<file path="config.mk">
export PLATFORM = sky130hd
export DESIGN_NAME = dpa_arbiter
export DESIGN_NICKNAME = d
export VERILOG_FILES = /design/src/rtl/dpa_pkg.sv /design/src/rtl/dpa_cell.sv /design/src/rtl/dpa_window_ctl.sv /design/src/rtl/dpa_cell_array.sv /design/src/rtl/dpa_arbiter.sv
export SDC_FILE = /design/constraint.sdc
export NUM_CORES = 1
export LEC_CHECK = 0
export BUFFER_PORTS_ARGS = -buffer_cell sky130_fd_sc_hd__buf_2
export CORE_ASPECT_RATIO = 0.75
export CORE_MARGIN = 4
export CORE_UTILIZATION = 50
export CTS_BUF_LIST = sky130_fd_sc_hd__clkbuf_4 sky130_fd_sc_hd__clkbuf_8 sky130_fd_sc_hd__clkbuf_16
export DETAILED_ROUTE_END_ITERATION = 16
export PLACE_DENSITY_LB_ADDON = 0.12
export SLEW_MARGIN = 20
export SYNTH_ARGS = -nofsm -noshare
export SYNTH_HDL_FRONTEND = slang
export SYNTH_HIERARCHICAL = 1
export SYNTH_SLANG_ARGS = --single-unit
export TNS_END_PERCENT = 10
</file>
<file path="constraint.sdc">
create_clock -name clk -period 2.55 [get_ports clk]
set_clock_uncertainty 0.15 [all_clocks]
set_input_delay 0.51 -clock clk [delete_from_list [all_inputs] [get_ports clk]]
set_output_delay 0.51 -clock clk [all_outputs]
set_load 0.02 [all_outputs]
</file>
<file path="src/rtl/dpa_pkg.sv">
package dpa_pkg;

    // Inputs seen by one arbitration cell.
    typedef struct packed {
        logic req;       // request for this input/output pair
        logic act;       // the round holding this cell lies inside the window
        logic row_free;  // no earlier round granted this input
        logic col_free;  // no earlier round granted this output
    } cell_in_t;

    // Outputs passed on by one arbitration cell.
    typedef struct packed {
        logic gnt;
        logic row_free;
        logic col_free;
    } cell_out_t;

    // Column served by row i in round q: the cell with (i + col) mod n == q mod n.
    function automatic int col_of(input int q, input int i, input int n);
        return (((q - i) % n) + n) % n;
    endfunction

    // Starting window: the lowest n rounds are active.
    function automatic logic [63:0] win_init(input int n);
        logic [63:0] v;
        v = '0;
        for (int k = 0; k < n; k++) v[k] = 1'b1;
        return v;
    endfunction

endpackage

</file>
<file path="src/rtl/dpa_cell.sv">
module dpa_cell
    import dpa_pkg::*;
(
    input  cell_in_t  cin,
    output cell_out_t cout
);
    logic take;

    always_comb begin
        take          = cin.act & cin.req & cin.row_free & cin.col_free;
        cout.gnt      = take;
        cout.row_free = cin.row_free & ~take;
        cout.col_free = cin.col_free & ~take;
    end
endmodule

</file>
<file path="src/rtl/dpa_window_ctl.sv">
module dpa_window_ctl #(
    parameter int N = 4
) (
    input  logic              clk,
    input  logic              rst,
    input  logic              slot_en,
    output logic [2*N-2:0]    win_q
);
    localparam int ROWS = 2 * N - 1;
    localparam logic [ROWS-1:0] WIN_FIRST = ROWS'(dpa_pkg::win_init(N));
    localparam logic [ROWS-1:0] WIN_LAST  = WIN_FIRST << (N - 1);

    always_ff @(posedge clk) begin
        if (rst)
            win_q <= WIN_FIRST;
        else if (slot_en)
            win_q <= (win_q == WIN_LAST) ? WIN_FIRST : (win_q << 1);
    end

    AST_WIN_POP: assert property (@(posedge clk) disable iff (rst)
        !$past(rst) |-> ($countones(win_q) == N));

    AST_WIN_HOLD: assert property (@(posedge clk) disable iff (rst)
        (!$past(rst) && !$past(slot_en)) |-> (win_q == $past(win_q)));

    AST_WIN_ADVANCE: assert property (@(posedge clk) disable iff (rst)
        (!$past(rst) && $past(slot_en)) |-> (win_q != $past(win_q)));
endmodule

</file>
<file path="src/rtl/dpa_cell_array.sv">
module dpa_cell_array
    import dpa_pkg::*;
#(
    parameter int N = 4
) (
    input  logic [N*N-1:0]  req,
    input  logic [2*N-2:0]  win,
    output logic [N*N-1:0]  gnt
);
    localparam int ROWS = 2 * N - 1;

    logic [N-1:0] row_free [ROWS+1];
    logic [N-1:0] col_free [ROWS+1];
    logic [N-1:0] hit      [ROWS];

    assign row_free[0] = '1;
    assign col_free[0] = '1;

    for (genvar q = 0; q < ROWS; q++) begin : g_round
        for (genvar i = 0; i < N; i++) begin : g_row
            localparam int J = col_of(q, i, N);
            cell_in_t  ci;
            cell_out_t co;

            assign ci.req      = req[i*N + J];
            assign ci.act      = win[q];
            assign ci.row_free = row_free[q][i];
            assign ci.col_free = col_free[q][J];

            dpa_cell u_cell (.cin(ci), .cout(co));

            assign hit[q][i]          = co.gnt;
            assign row_free[q+1][i]   = co.row_free;
            assign col_free[q+1][J]   = co.col_free;
        end
    end

    always_comb begin
        gnt = '0;
        for (int q = 0; q < ROWS; q++)
            for (int i = 0; i < N; i++)
                gnt[i*N + col_of(q, i, N)] = gnt[i*N + col_of(q, i, N)] | hit[q][i];
    end
endmodule

</file>
<file path="src/rtl/dpa_arbiter.sv">
module dpa_arbiter #(
    parameter int N = 4
) (
    input  logic             clk,
    input  logic             rst,
    input  logic             slot_en,
    input  logic [N*N-1:0]   req,
    output logic [N*N-1:0]   gnt
);
    localparam int ROWS  = 2 * N - 1;
    localparam int CELLS = N * N;

    logic [ROWS-1:0]  win;
    logic [CELLS-1:0] gnt_next;
    logic [CELLS-1:0] gnt_q;

    dpa_window_ctl #(.N(N)) u_win (
        .clk     (clk),
        .rst     (rst),
        .slot_en (slot_en),
        .win_q   (win)
    );

    dpa_cell_array #(.N(N)) u_array (
        .req (req),
        .win (win),
        .gnt (gnt_next)
    );

    always_ff @(posedge clk) begin
        if (rst) gnt_q <= '0;
        else     gnt_q <= gnt_next;
    end

    assign gnt = gnt_q;

    // Row and column views of the registered grant matrix.
    logic [N-1:0] row_vec [N];
    logic [N-1:0] col_vec [N];
    always_comb begin
        for (int a = 0; a < N; a++)
            for (int b = 0; b < N; b++) begin
                row_vec[a][b] = gnt_q[a*N + b];
                col_vec[a][b] = gnt_q[b*N + a];
            end
    end

    AST_RST_CLEAR: assert property (@(posedge clk)
        rst |=> (gnt_q == '0));

    AST_GNT_SUBSET: assert property (@(posedge clk) disable iff (rst)
        !$past(rst) |-> ((gnt_q & ~$past(req)) == '0));

    for (genvar a = 0; a < N; a++) begin : g_line
        AST_ROW_SINGLE: assert property (@(posedge clk) disable iff (rst)
            $onehot0(row_vec[a]));
        AST_COL_SINGLE: assert property (@(posedge clk) disable iff (rst)
            $onehot0(col_vec[a]));
        for (genvar b = 0; b < N; b++) begin : g_cell
            AST_LOSER_BLOCKED: assert property (@(posedge clk) disable iff (rst)
                (!$past(rst) && $past(req[a*N + b]) && !gnt_q[a*N + b])
                |-> ((|row_vec[a]) || (|col_vec[b])));
        end
    end
endmodule

</file>
; Yosys cells after proc, flatten, opt, wreduce, memory -nomap -nowiden
; Cells that the tools add are included.
; W data, S select, Z words.
[classes]
n_addsub = 0
n_mul = 0
n_div = 0
order_cmp = 0
eq_ne = 1
shift = 0
mux = 1
n_bitwise = 152
n_reduce_logical = 0
[op_table]
columns = op, n
row1 = $and A1 B1 Y1, 116
row2 = $not A1 Y1, 24
row3 = $or A1 B1 Y1, 12
row4 = $eq A7 B7 Y1 const B, 1
row5 = $mux W7, 1
[word_totals]
reg_bits = 23
latch_bits = 0
ram_bits = 0
rom_bits = 0
out_inout_bits = 16
elab_cells = 156
mem_count = 0

; Logic depth before layout (Yosys ltp)
; Gate-level depths: netlist (run 1).
[logic_depth]
ltp_word = 25
depth_mapped = 17
ltp_nobuf = 16

; Modules after synthesis
; The synthesis (run 1) kept the hierarchy.
[modules_own_cells]
columns = mod, instances, cells_each, area_each_um2, seq_area_each_um2
row1 = dpa_cell, 28, 7, 36.3, 0.0
row2 = dpa_arbiter, 1, 33, 464.2, 320.3
row3 = dpa_window_ctl, 1, 27, 304.0, 140.1
row4 = dpa_cell_array, 1, 13, 78.8, 0.0

; Worst setup path after synthesis (run 1)
; No wires, ideal clock.
[synth_timing]
kind = register to register
from = register u_win.win_q[0]
to = register gnt_q[15], in the netlist gnt[15]
setup_time_ns = 0.116
t_arrival_ns = 2.508
path_slack_ns = -0.224
path_stages_with_launch = 16
path_cell_list = dfxtp_1 nand3_1 and2_1 a31oi_1 nand3_1 and2_1 a31oi_1 inv_1 a31oi_1 nand3_1 and2_1 inv_1 nor2_1 buf_4 or2_1 and2b_2
[synth_rtl]
columns = item, line
row1 = "start, declared", dpa_window_ctl.sv:7  ; output logic [2*N-2:0] win_q
row2 = "start signal, assigned", dpa_window_ctl.sv:17  ; win_q <= (win_q == WIN_LAST) ? WIN_FIRST : (win_q << 1);
row3 = "end signal, assigned", dpa_arbiter.sv:32  ; else gnt_q <= gnt_next;
row4 = "end, declared", dpa_arbiter.sv:15  ; logic [CELLS-1:0] gnt_q;

==> results of run 1 <==
cells in the final DEF, fill, tap and decap left out, drive strengths merged:
master  count
a211oi      3
a31oi      24
and2       24
and2b       6
and4        1
buf        91
clkbuf      4
conb       20
dfxtp      23
inv        54
mux2i       6
nand3      28
nand4       1
nor2       28
nor2b      10
nor4b       1
o211ai      3
o221ai      1
or2        12
or4b        1
power groups by stage:
stage / combinational [mW] / clock [mW] / sequential (mW)
after floorplan: 0.190 / 0 / 0.403
after CTS: 0.335 / 0.252 / 0.388
after global routing: 0.404 / 0.267 / 0.390
final: 0.376 / 0.247 / 0.389
after detailed placement: 0.302 / 0 / 0.396
after global placement: 0.299 / 0 / 0.396
area by class of cell:
class	instances	area (sq um)	area share, %
multi-input combinational	169	1360	49.3
timing repair buffer	91	632	22.9
sequential	23	465	16.9
inverter	54	203	7.34
tap	40	50.0	1.81
clock buffer	4	48.8	1.77
routing by layer:
| metal | up-vias | GRT usage, % |
|---|---|---|
| li1 | 950 | - |
| met1 | 882 | 27.8 |
| met4 | 0 | 3.81 |
| met2 | 75 | 41.1 |
| met5 | - | 0 |
| met3 | 8 | 4.67 |
worst max-delay path: stages, from the launching register on:
cell and delay (ps):
dfxtp_4 400, buf_4 160, a31oi_4 170, inv_1 80, a31oi_4 170, inv_1 80, a31oi_2 190, inv_1 100
a31oi_4 170, inv_1 100, a31oi_2 190, nand3_1 140, and2_1 210, inv_1 50, nor2_1 40, or2_1 210
nor2b_2 140
stage by stage:
stage	instances	total power, mW
final	381	1.01
after global routing	381	1.06
after CTS	377	0.976
after detailed placement	364	0.699
after global placement	364	0.695
after floorplan	276	0.593
how the worst max path moves through the flow:
stage	start	to	slack, ps	depth (start not counted)
3_5_place_dp	req[7]	gnt[2]	-320	16
2_1_floorplan	req[10]	gnt[8]	-3	15
6_report	u_win/win_q[0]	gnt[8]	-320	16
4_1_cts	u_win/win_q[0]	gnt[15]	-110	15
3_3_place_gp	req[7]	gnt[2]	-300	16
5_1_grt	u_win/win_q[0]	gnt[8]	-410	16
state kept, by name (all words and copies together), names as in the netlist:
name,flops
gnt,16
u_win/win_q,7
what timing repair did:
action                                  in CTS  in global routing
endpoints found under the hold margin        0                  0
setup buffers                                9                  5
resized for setup                           18                 20
endpoints found under the setup margin       5                  9
pin swaps                                    5                 19
==> results by group, run 1 <==
Outcome
  – Status: finished, violations left
  – Failing checks: negative setup slack

Place
  – Dpl ws: -320 ps
  – Post-DP Area: approximately 0.0025 sq mm
  – Buffers on Ports: 34
  – GPL Wtd Cong: between 0.8 and 0.9
  – Post-DP HPWL: between 3000 and 4000 um

STA
  – Setup_tns: -1060 ps
  – Final worst path period share: 113%
  – Worst setup margin: -320 ps
  – Final slew viol count: 0
  – Slew @ Worst Pin: ~670 ps
  – RSZ-0062 raised after global routing: yes
  – Hold Slack: 502 ps
  – Post-layout min period: between 2000 and 3000 ps
  – Worst slew margin: a little over half
  – Final setup vio count: 7
  – Max Freq: 348 MHz
  – Final Hold Fails: 0

Worst setup path
  – R2r startpoint: u_win/win_q[0]
  – Setup CP Type: flop to flop
  – Critical Path Fanout Max: 8
  – R2r endpoint: gnt[8]
  – CP required: ~2600 ps
  – Critical Path Source Type: flop
  – R2R depth: 16
  – Crit path DAT: 2870 ps
  – Reg2reg setup slack: -320 ps
  – Critical path endpoint category: flop

Route
  – Met3 routed WL: just over 400 um
  – Routed vias: ~1900
  – Max layer used: met4
  – Final wirelength: between 5000 and 6000 um
  – M1 wire length: 2320 um
  – Met2 Wirelength: approximately 2700 um
  – # DRC: 0
  – Post-detailed-route count of antenna-violating nets: 0
  – Initial DRT Pass Iterations: 4
  – Vias per cell: 5.03
  – Starting DRT DRC Count: around 120
  – Routed length per instance: around 14 um

Worst hold path
  – Hold Startpoint: slot_en
  – WHS Path Cells: 2
  – WHS Endpoint: u_win/win_q[0]
  – Path type of the worst min-delay path: input port to flop

Final layout
  – Layout cells sized above 1: between 50% and 60%
  – Filler Cells Inserted: between 200 and 250
  – # diodes: 0
  – Area growth syn-to-layout: 53.5%
  – Final nets: about 360
  – Util after Layout: about four fifths
  – Design area: ~0.0028 sq mm

Floorplanning
  – Num ports: 35
  – Initial Utilization: between 50 and 60%
  – Die W: 77.2 um
  – Die Y: 59.9 um
  – Die area: approximately 0.0046 sq mm
  – Core area: roughly 0.0034 sq mm
  – Number of cell rows: 18

Clock tree
  – CTS Sinks: 23
  – Clock edge transition at the registers on the reported setup and hold paths: 90 ps
  – Clk root buf: clkbuf_8
  – Num CTS Buffers: 3
  – CTS H-tree lvls: 1
  – CTS Hold Bufs: 0
  – CTS tree: yes
  – Max clock buf depth: 2
  – Skew-Pair Late Insertion Delay: between 200 and 300 ps

Pwr
  – Share of power burned in registers: 38.4%
  – Combinational share of power: a little under two fifths
  – PwrDens: between 300 and 400 mW/mm^2
  – Pleak: about 1.4 nW
  – Clock power share: 24.4%
  – Sw power: about 330 uW
  – Int Pwr: slightly below 700 uW
  – Sw Share: approximately 33%
  – Maximum vdd ir drop: 0.277 mV

Global route
  – Vias in the first global route: 1740
  – Largest net degree at the start of global routing: 21
  – Congestion Overflow GR: 0
  – Initial antenna violation count: 0
  – Total track usage: 22.4%
  – First-pass GRT wire length: a little over 8000 um

Yosys
  – Synthesis Warnings: 6
  – Cells after synthesis: around 260
  – Mean post-synth cell area: between 6 and 7 sq um
  – Cell Area, Synth: roughly 0.0018 sq mm

Job
  – Max_cap viols: 0
Power figures use the tool's default switching activity.
==> run 2: changes to the inputs <==
--- a/config.mk
+++ b/config.mk
@@ -5,10 +5,11 @@
 export SDC_FILE = /design/constraint.sdc
 export NUM_CORES = 1
 export LEC_CHECK = 0
+export ABC_AREA = 1
 export BUFFER_PORTS_ARGS = -buffer_cell sky130_fd_sc_hd__buf_2
 export CORE_ASPECT_RATIO = 0.75
 export CORE_MARGIN = 4
-export CORE_UTILIZATION = 50
+export CORE_UTILIZATION = 51
 export CTS_BUF_LIST = sky130_fd_sc_hd__clkbuf_4 sky130_fd_sc_hd__clkbuf_8 sky130_fd_sc_hd__clkbuf_16
 export DETAILED_ROUTE_END_ITERATION = 16
 export PLACE_DENSITY_LB_ADDON = 0.12
==> run 2 against run 1 <==
  * The run now ends clean
  * Sequential power is essentially flat
  * Cell count grew 17%
  * Routed wire length shrank 18%
  * Power shrank 10%
  * Largest cell class unchanged
==> results by group, run 2 <==
Outcome
  – Status: completed

Final layout
  – Final non-filler cell total: 444 (+17%)
  – Max reg flops: 16 (unchanged)
  – Layout cells sized above 1: 32.4% (-18 points)
  – Most common cell after layout, fill and taps aside: inv_1
  – # diodes: 0 (unchanged)
  – Final nets: 412 (+14%)
  – Area growth syn-to-layout: 25.4%
  – Design area: 0.00242 sq mm (-12%)
  – Util after Layout: 66.0% (-16 points)
  – Most frequent cells in the layout: inv_1 (83), nand2_1 (60), nor2_1 (45)

Pwr
  – Pleak: 1.37 nW (+0.84%)
  – Maximum vdd ir drop: 0.267 mV (-3.8%)
  – PwrDens: 376 mW/mm^2 (+2.6%)
  – Tot Pwr: 909 uW (-10%)

Clock tree
  – Skew-Pair Late Insertion Delay: 270 ps (about the same)
  – CTS Sinks: 23 (unchanged)
  – Clock edge transition at the registers on the reported setup and hold paths: 90 ps (about the same)
  – Num CTS Buffers: 3 (unchanged)
  – Max clock buf depth: 2 (unchanged)
  – CTS tree: yes
  – CTS H-tree lvls: 1 (unchanged)
  – Clk root buf: clkbuf_8

Worst setup path
  – CP required: 2610 ps (+60 ps)
  – Critical path endpoint category: flop
  – Setup CP Type: flop to flop
  – Critical Path Fanout Max: 8 (unchanged)
  – Critical Path Source Type: flop
  – R2R depth: 22 (+6)
  – Crit path DAT: 2470 ps (-400 ps)

Global route
  – Congestion Overflow GR: 0 (unchanged)
  – Initial antenna violation count: 0 (unchanged)
  – First-pass GRT wire length: 7030 um (-13%)
  – Vias in the first global route: 1646 (-5.4%)
  – Total track usage: 18.6% (-3.8 points)
  – Largest net degree at the start of global routing: 18 (-14%)

STA
  – Setup_tns: 0 ps (+1060 ps)
  – Final setup vio count: 0 (-7)
  – Final worst path period share: 94.6% (-18 points)
  – Post-layout min period: 2410 ps (-458 ps)
  – Final slew viol count: 0 (unchanged)
  – Final Hold Fails: 0 (unchanged)
  – Hold Slack: 440 ps (-62.1 ps)
  – Slew @ Worst Pin: 517 ps (-152 ps)
  – Worst slew margin: 65.5% (+11 points)
  – RSZ-0062 raised after global routing: yes
  – Max Freq: 415 MHz (+19%)
  – Worst setup margin: 138 ps (+458 ps)

Floorplanning
  – Number of cell rows: 19 (+1)
  – Die area: 0.00484 sq mm (+4.5%)
  – Core area: 0.00366 sq mm (+8.4%)
  – Initial Utilization: 52.7% (-0.56 points)
  – Num ports: 35 (unchanged)
  – Die Y: 61.3 um (+2.2%)
  – Die W: 79 um (+2.3%)

Job
  – Max_cap viols: 0 (unchanged)

Place
  – Buffers on Ports: 34 (unchanged)
  – Post-DP Area: 0.00219 sq mm (-11%)
  – Placed insts: 435 (+20%)
  – Dpl ws: -79.3 ps (+241 ps)
  – Post-DP HPWL: 3290 um (-6.8%)
  – GPL Wtd Cong: 0.837 (-4.6%)

Route
  – Vias per cell: 4.30 (-14%)
  – Routed length per instance: 10.1 um (-29%)
  – Post-detailed-route count of antenna-violating nets: 0 (unchanged)
  – Starting DRT DRC Count: 89 (-25%)
  – Final wirelength: 4500 um (-18%)
  – Routed vias: 1909 (-0.31%)
  – # DRC: 0 (unchanged)
  – Initial DRT Pass Iterations: 4 (unchanged)

Yosys
  – Synthesis Warnings: 6 (unchanged)
  – Cells after synthesis: 338 (+32%)
  – Cell Area, Synth: 0.00193 sq mm (+7.2%)
  – Mean post-synth cell area: 5.70 sq um (-18%)

Worst hold path
  – Path type of the worst min-delay path: input port to flop
  – WHS Path Cells: 5 (+3)
## run 2: critical path: stages (launching register included)
cell and delay (ps):
dfxtp_2 360, buf_12 140, nand2_1 50, o21a_1 210, nand3_2 80, nand2_2 70, inv_2 60, inv_1 40
o21a_1 200, nand3_2 90, nand2_1 60, inv_1 70, inv_1 50, o21a_1 210, nand3_2 80, nand2_1 70
inv_1 50, inv_1 40, nor2_1 70, inv_1 40, nand2_1 50, inv_1 30, nor2_1 60
## run 2: per-layer routing
layer  wire [um]  vias to the layer above  part of all wire (%)  global-route usage, %
met1        2110                      823                    47                   25.0
li1            -                     1041                     -                      -
met4          43                        0                  0.95                   3.43
met3         229                        4                   5.1                   3.51
met2        2120                       41                    47                   32.0
met5           0                        -                     0                      0
## run 2: cell type report
cell class,instances,area (sq um)
repair buffers,66,423
clock buffers,3,41.3
multi-input cells,200,1050
well taps,52,65.1
flip-flops and latches,23,463
clock inverters,1,5.00
fillers,371,1240
inverters,99,372
## run 2: worst paths after layout
| check | from | end | slack [ps] |
|---|---|---|---|
| worst max-delay path | u_win/win_q[0] | gnt[8] | 140 |
| worst min-delay path | req[12] | gnt[12] | 440 |
| worst max register to register | u_win/win_q[0] | gnt[8] | 140 |
| worst min register to register | u_win/win_q[0] | u_win/win_q[0] | 490 |
## run 2: report_power, final
part           total [mW]  switching (mW)  internal [mW]  leakage, nW
registers           0.390          0.0188          0.371        0.187
clock network       0.236           0.127          0.109       0.0255
logic               0.283           0.157          0.127         1.15
## run 2: timing repair
action                                  in CTS  in global routing
resized for setup                            0                 50
endpoints found under the setup margin       0                  8
hold buffers                                 0                  0
setup buffers                                0                  5
endpoints found under the hold margin        0                  0
==> run 3: changes to the inputs <==
--- a/config.mk
+++ b/config.mk
@@ -6,12 +6,12 @@
 export NUM_CORES = 1
 export LEC_CHECK = 0
 export ABC_AREA = 1
-export BUFFER_PORTS_ARGS = -buffer_cell sky130_fd_sc_hd__buf_2
 export CORE_ASPECT_RATIO = 0.75
 export CORE_MARGIN = 4
-export CORE_UTILIZATION = 51
+export CORE_UTILIZATION = 58
 export CTS_BUF_LIST = sky130_fd_sc_hd__clkbuf_4 sky130_fd_sc_hd__clkbuf_8 sky130_fd_sc_hd__clkbuf_16
 export DETAILED_ROUTE_END_ITERATION = 16
+export DONT_BUFFER_PORTS = 1
 export PLACE_DENSITY_LB_ADDON = 0.12
 export SLEW_MARGIN = 20
 export SYNTH_ARGS = -nofsm -noshare
==> run 3 against run 2 <==
  * Fmax up 0.11%
  * Sequential share of layout area grew 2.9 points
  * Clock power decreased by 2%
  * Via count decreased by 8.1%
  * Highest routed layer unchanged
  * Register-to-register slack about the same
  * Flip-flop and latch count stayed put
  * Routed wire length decreased by 0.13%
  * Die area decreased by 11%
==> results by group, run 3 (synthesized netlist as in run 2, its figures left out) <==
Worst setup path
  – CP required: 2570 ps (-40 ps)
  – R2r endpoint: gnt[8]
  – Crit path DAT: 2430 ps (-40 ps)
  – R2R depth: 21 (-4.5%)
  – Capture point of the worst path: gnt[8]
  – Reg2reg setup slack: 140 ps (about the same)
  – R2r startpoint: u_win/win_q[0]
  – Critical path endpoint category: flop
  – Setup CP Type: flop to flop
  – Critical Path Fanout Max: 4 (-4)
  – Worst Setup SP: u_win/win_q[0]
  – Critical Path Source Type: flop

Final layout
  – Most common cell after layout, fill and taps aside: inv_1
  – FF/Latch Area: 464 sq um (+0.27%)
  – Max reg flops: 16 (unchanged)
  – # diodes: 0 (unchanged)
  – Layout cells sized above 1: 26.6% (-5.8 points)
  – Most frequent cells in the layout: inv_1 (70), nand2_1 (54), nor2_1 (45)
  – Final nets: 355 (-14%)
  – Util after Layout: 68.7% (+2.6 points)
  – Design area: 0.00210 sq mm (-13%)
  – Multi-input gate area: 0.00108 sq mm (+2.6%)
  – Area growth syn-to-layout: 9.09%
  – Filler Cells Inserted: 297 (-20%)

Place
  – GPL Wtd Cong: 0.894 (+6.8%)
  – Post-DP Area: 0.00181 sq mm (-17%)
  – Post-DP HPWL: 3190 um (-2.9%)
  – Dpl ws: 77.3 ps (+157 ps)
  – Buffers on Ports: 0 (-100%)

Floorplanning
  – Number of cell rows: 17 (-2)
  – Die area: 0.00432 sq mm (-11%)
  – Die W: 74.6 um (-5.6%)
  – Core area: 0.00306 sq mm (-16%)
  – Die Y: 57.9 um (-5.4%)
  – Num ports: 35 (unchanged)
  – Initial Utilization: 62.9% (+10 points)

Route
  – Post-detailed-route count of antenna-violating nets: 0 (unchanged)
  – # DRC: 0 (unchanged)
  – Starting DRT DRC Count: 81 (-9.0%)
  – Final wirelength: 4500 um (-0.13%)
  – Routed vias: 1754 (-8.1%)
  – Initial DRT Pass Iterations: 4 (unchanged)
  – Routed length per instance: 12.1 um (+19%)
  – Vias per cell: 4.70 (+9.4%)

Global route
  – Initial antenna violation count: 0 (unchanged)
  – Largest net degree at the start of global routing: 18 (unchanged)
  – Congestion Overflow GR: 0 (unchanged)
  – First-pass GRT wire length: 6560 um (-6.8%)
  – Vias in the first global route: 1403 (-15%)
  – Total track usage: 19.9% (+1.3 points)

STA
  – Final worst path period share: 94.5% (-0.10 points)
  – Post-layout min period: 2410 ps (-2.61 ps)
  – Slew @ Worst Pin: 556 ps (+39.2 ps)
  – Setup_tns: 0 ps (unchanged)
  – Worst slew margin: 62.9% (-2.6 points)
  – Max Freq: 415 MHz (+0.11%)
  – Final slew viol count: 0 (unchanged)
  – Worst setup margin: 140 ps (+2.61 ps)
  – RSZ-0062 raised after global routing: yes
  – Final setup vio count: 0 (unchanged)
  – Final Hold Fails: 0 (unchanged)

Clock tree
  – Skew-Pair Late Insertion Delay: 260 ps (about the same)
  – CTS H-tree lvls: 1 (unchanged)
  – CTS Hold Bufs: 0 (unchanged)
  – Clock edge transition at the registers on the reported setup and hold paths: 90 ps (about the same)
  – Clk root buf: clkbuf_8
  – Max clock buf depth: 2 (unchanged)
  – CTS tree: yes
  – Num CTS Buffers: 3 (unchanged)
  – CTS Sinks: 23 (unchanged)

Pwr
  – PwrDens: 401 mW/mm^2 (+6.7%)
  – Maximum vdd ir drop: 0.194 mV (-27%)
  – Pleak: 1.10 nW (-20%)

Worst hold path
  – Path type of the worst min-delay path: input port to flop

Job
  – Max_cap viols: 0 (unchanged)

Outcome
  – Status: completed
-- run 3: cell type report --
cell class,instances,share of cell area (%)
multi-input cells,200,51.2
flip-flops and latches,23,22.1
inverters,99,17.7
repair buffers,9,4.64
well taps,38,2.26
clock buffers,3,1.96
clock inverters,1,0.238
-- run 3: worst min-delay path by stage --
stage                   startpoint             end  slack, ps  depth (start not counted)
floorplan           u_win/win_q[6]  u_win/win_q[6]        410                          2
CTS                            rst         gnt[13]        140                          1
global placement               rst         gnt[14]        430                          1
finish                         rst         gnt[13]        150                          1
detailed placement             rst         gnt[12]        430                          1
global route                   rst         gnt[12]        130                          1
-- run 3: repair_timing --
| item | 4_1_cts | 5_1_grt |
|---|---|---|
| buffers inserted | 0 | 7 |
| gates resized for setup | 0 | 71 |
| setup endpoints to repair | 0 | 6 |
-- run 3: stage by stage --
stage	cells	hold slack [ps]	power (mW)
after global routing	373	131	0.904
after CTS	365	141	0.803
after detailed placement	361	431	0.568
after floorplan	353	415	0.553
final	373	150	0.844
after global placement	361	430	0.565
-- run 3: critical path, cell delays in order, from the launching register on --
cell	delay, ps
dfxtp_4	380
clkbuf_16	140
nand2_1	50
o21a_1	200
nand3_2	70
nand2_1	70
inv_2	80
inv_2	40
o21a_1	190
nand3_2	80
nand2_2	70
inv_2	60
inv_2	40
o21a_1	190
buf_4	130
o21a_1	100
nand3_1	70
nor2_1	50
inv_1	40
nand2_1	40
inv_1	40
nor2_1	30
-- run 3: metal layers --
metal  GRT usage, %  up-vias  wire, um
li1               -      927         -
met1           28.4      776      1980
met2           30.9       47      2090
met3           4.85        4       373
met4           3.05        0        47
met5              0        -         0
-- run 3: report_power, final --
part / internal [mW] / switching, mW
Sequential: 0.370 / 0.0290
Combinational: 0.0884 / 0.125
Clock: 0.109 / 0.122
Total: 0.568 / 0.276
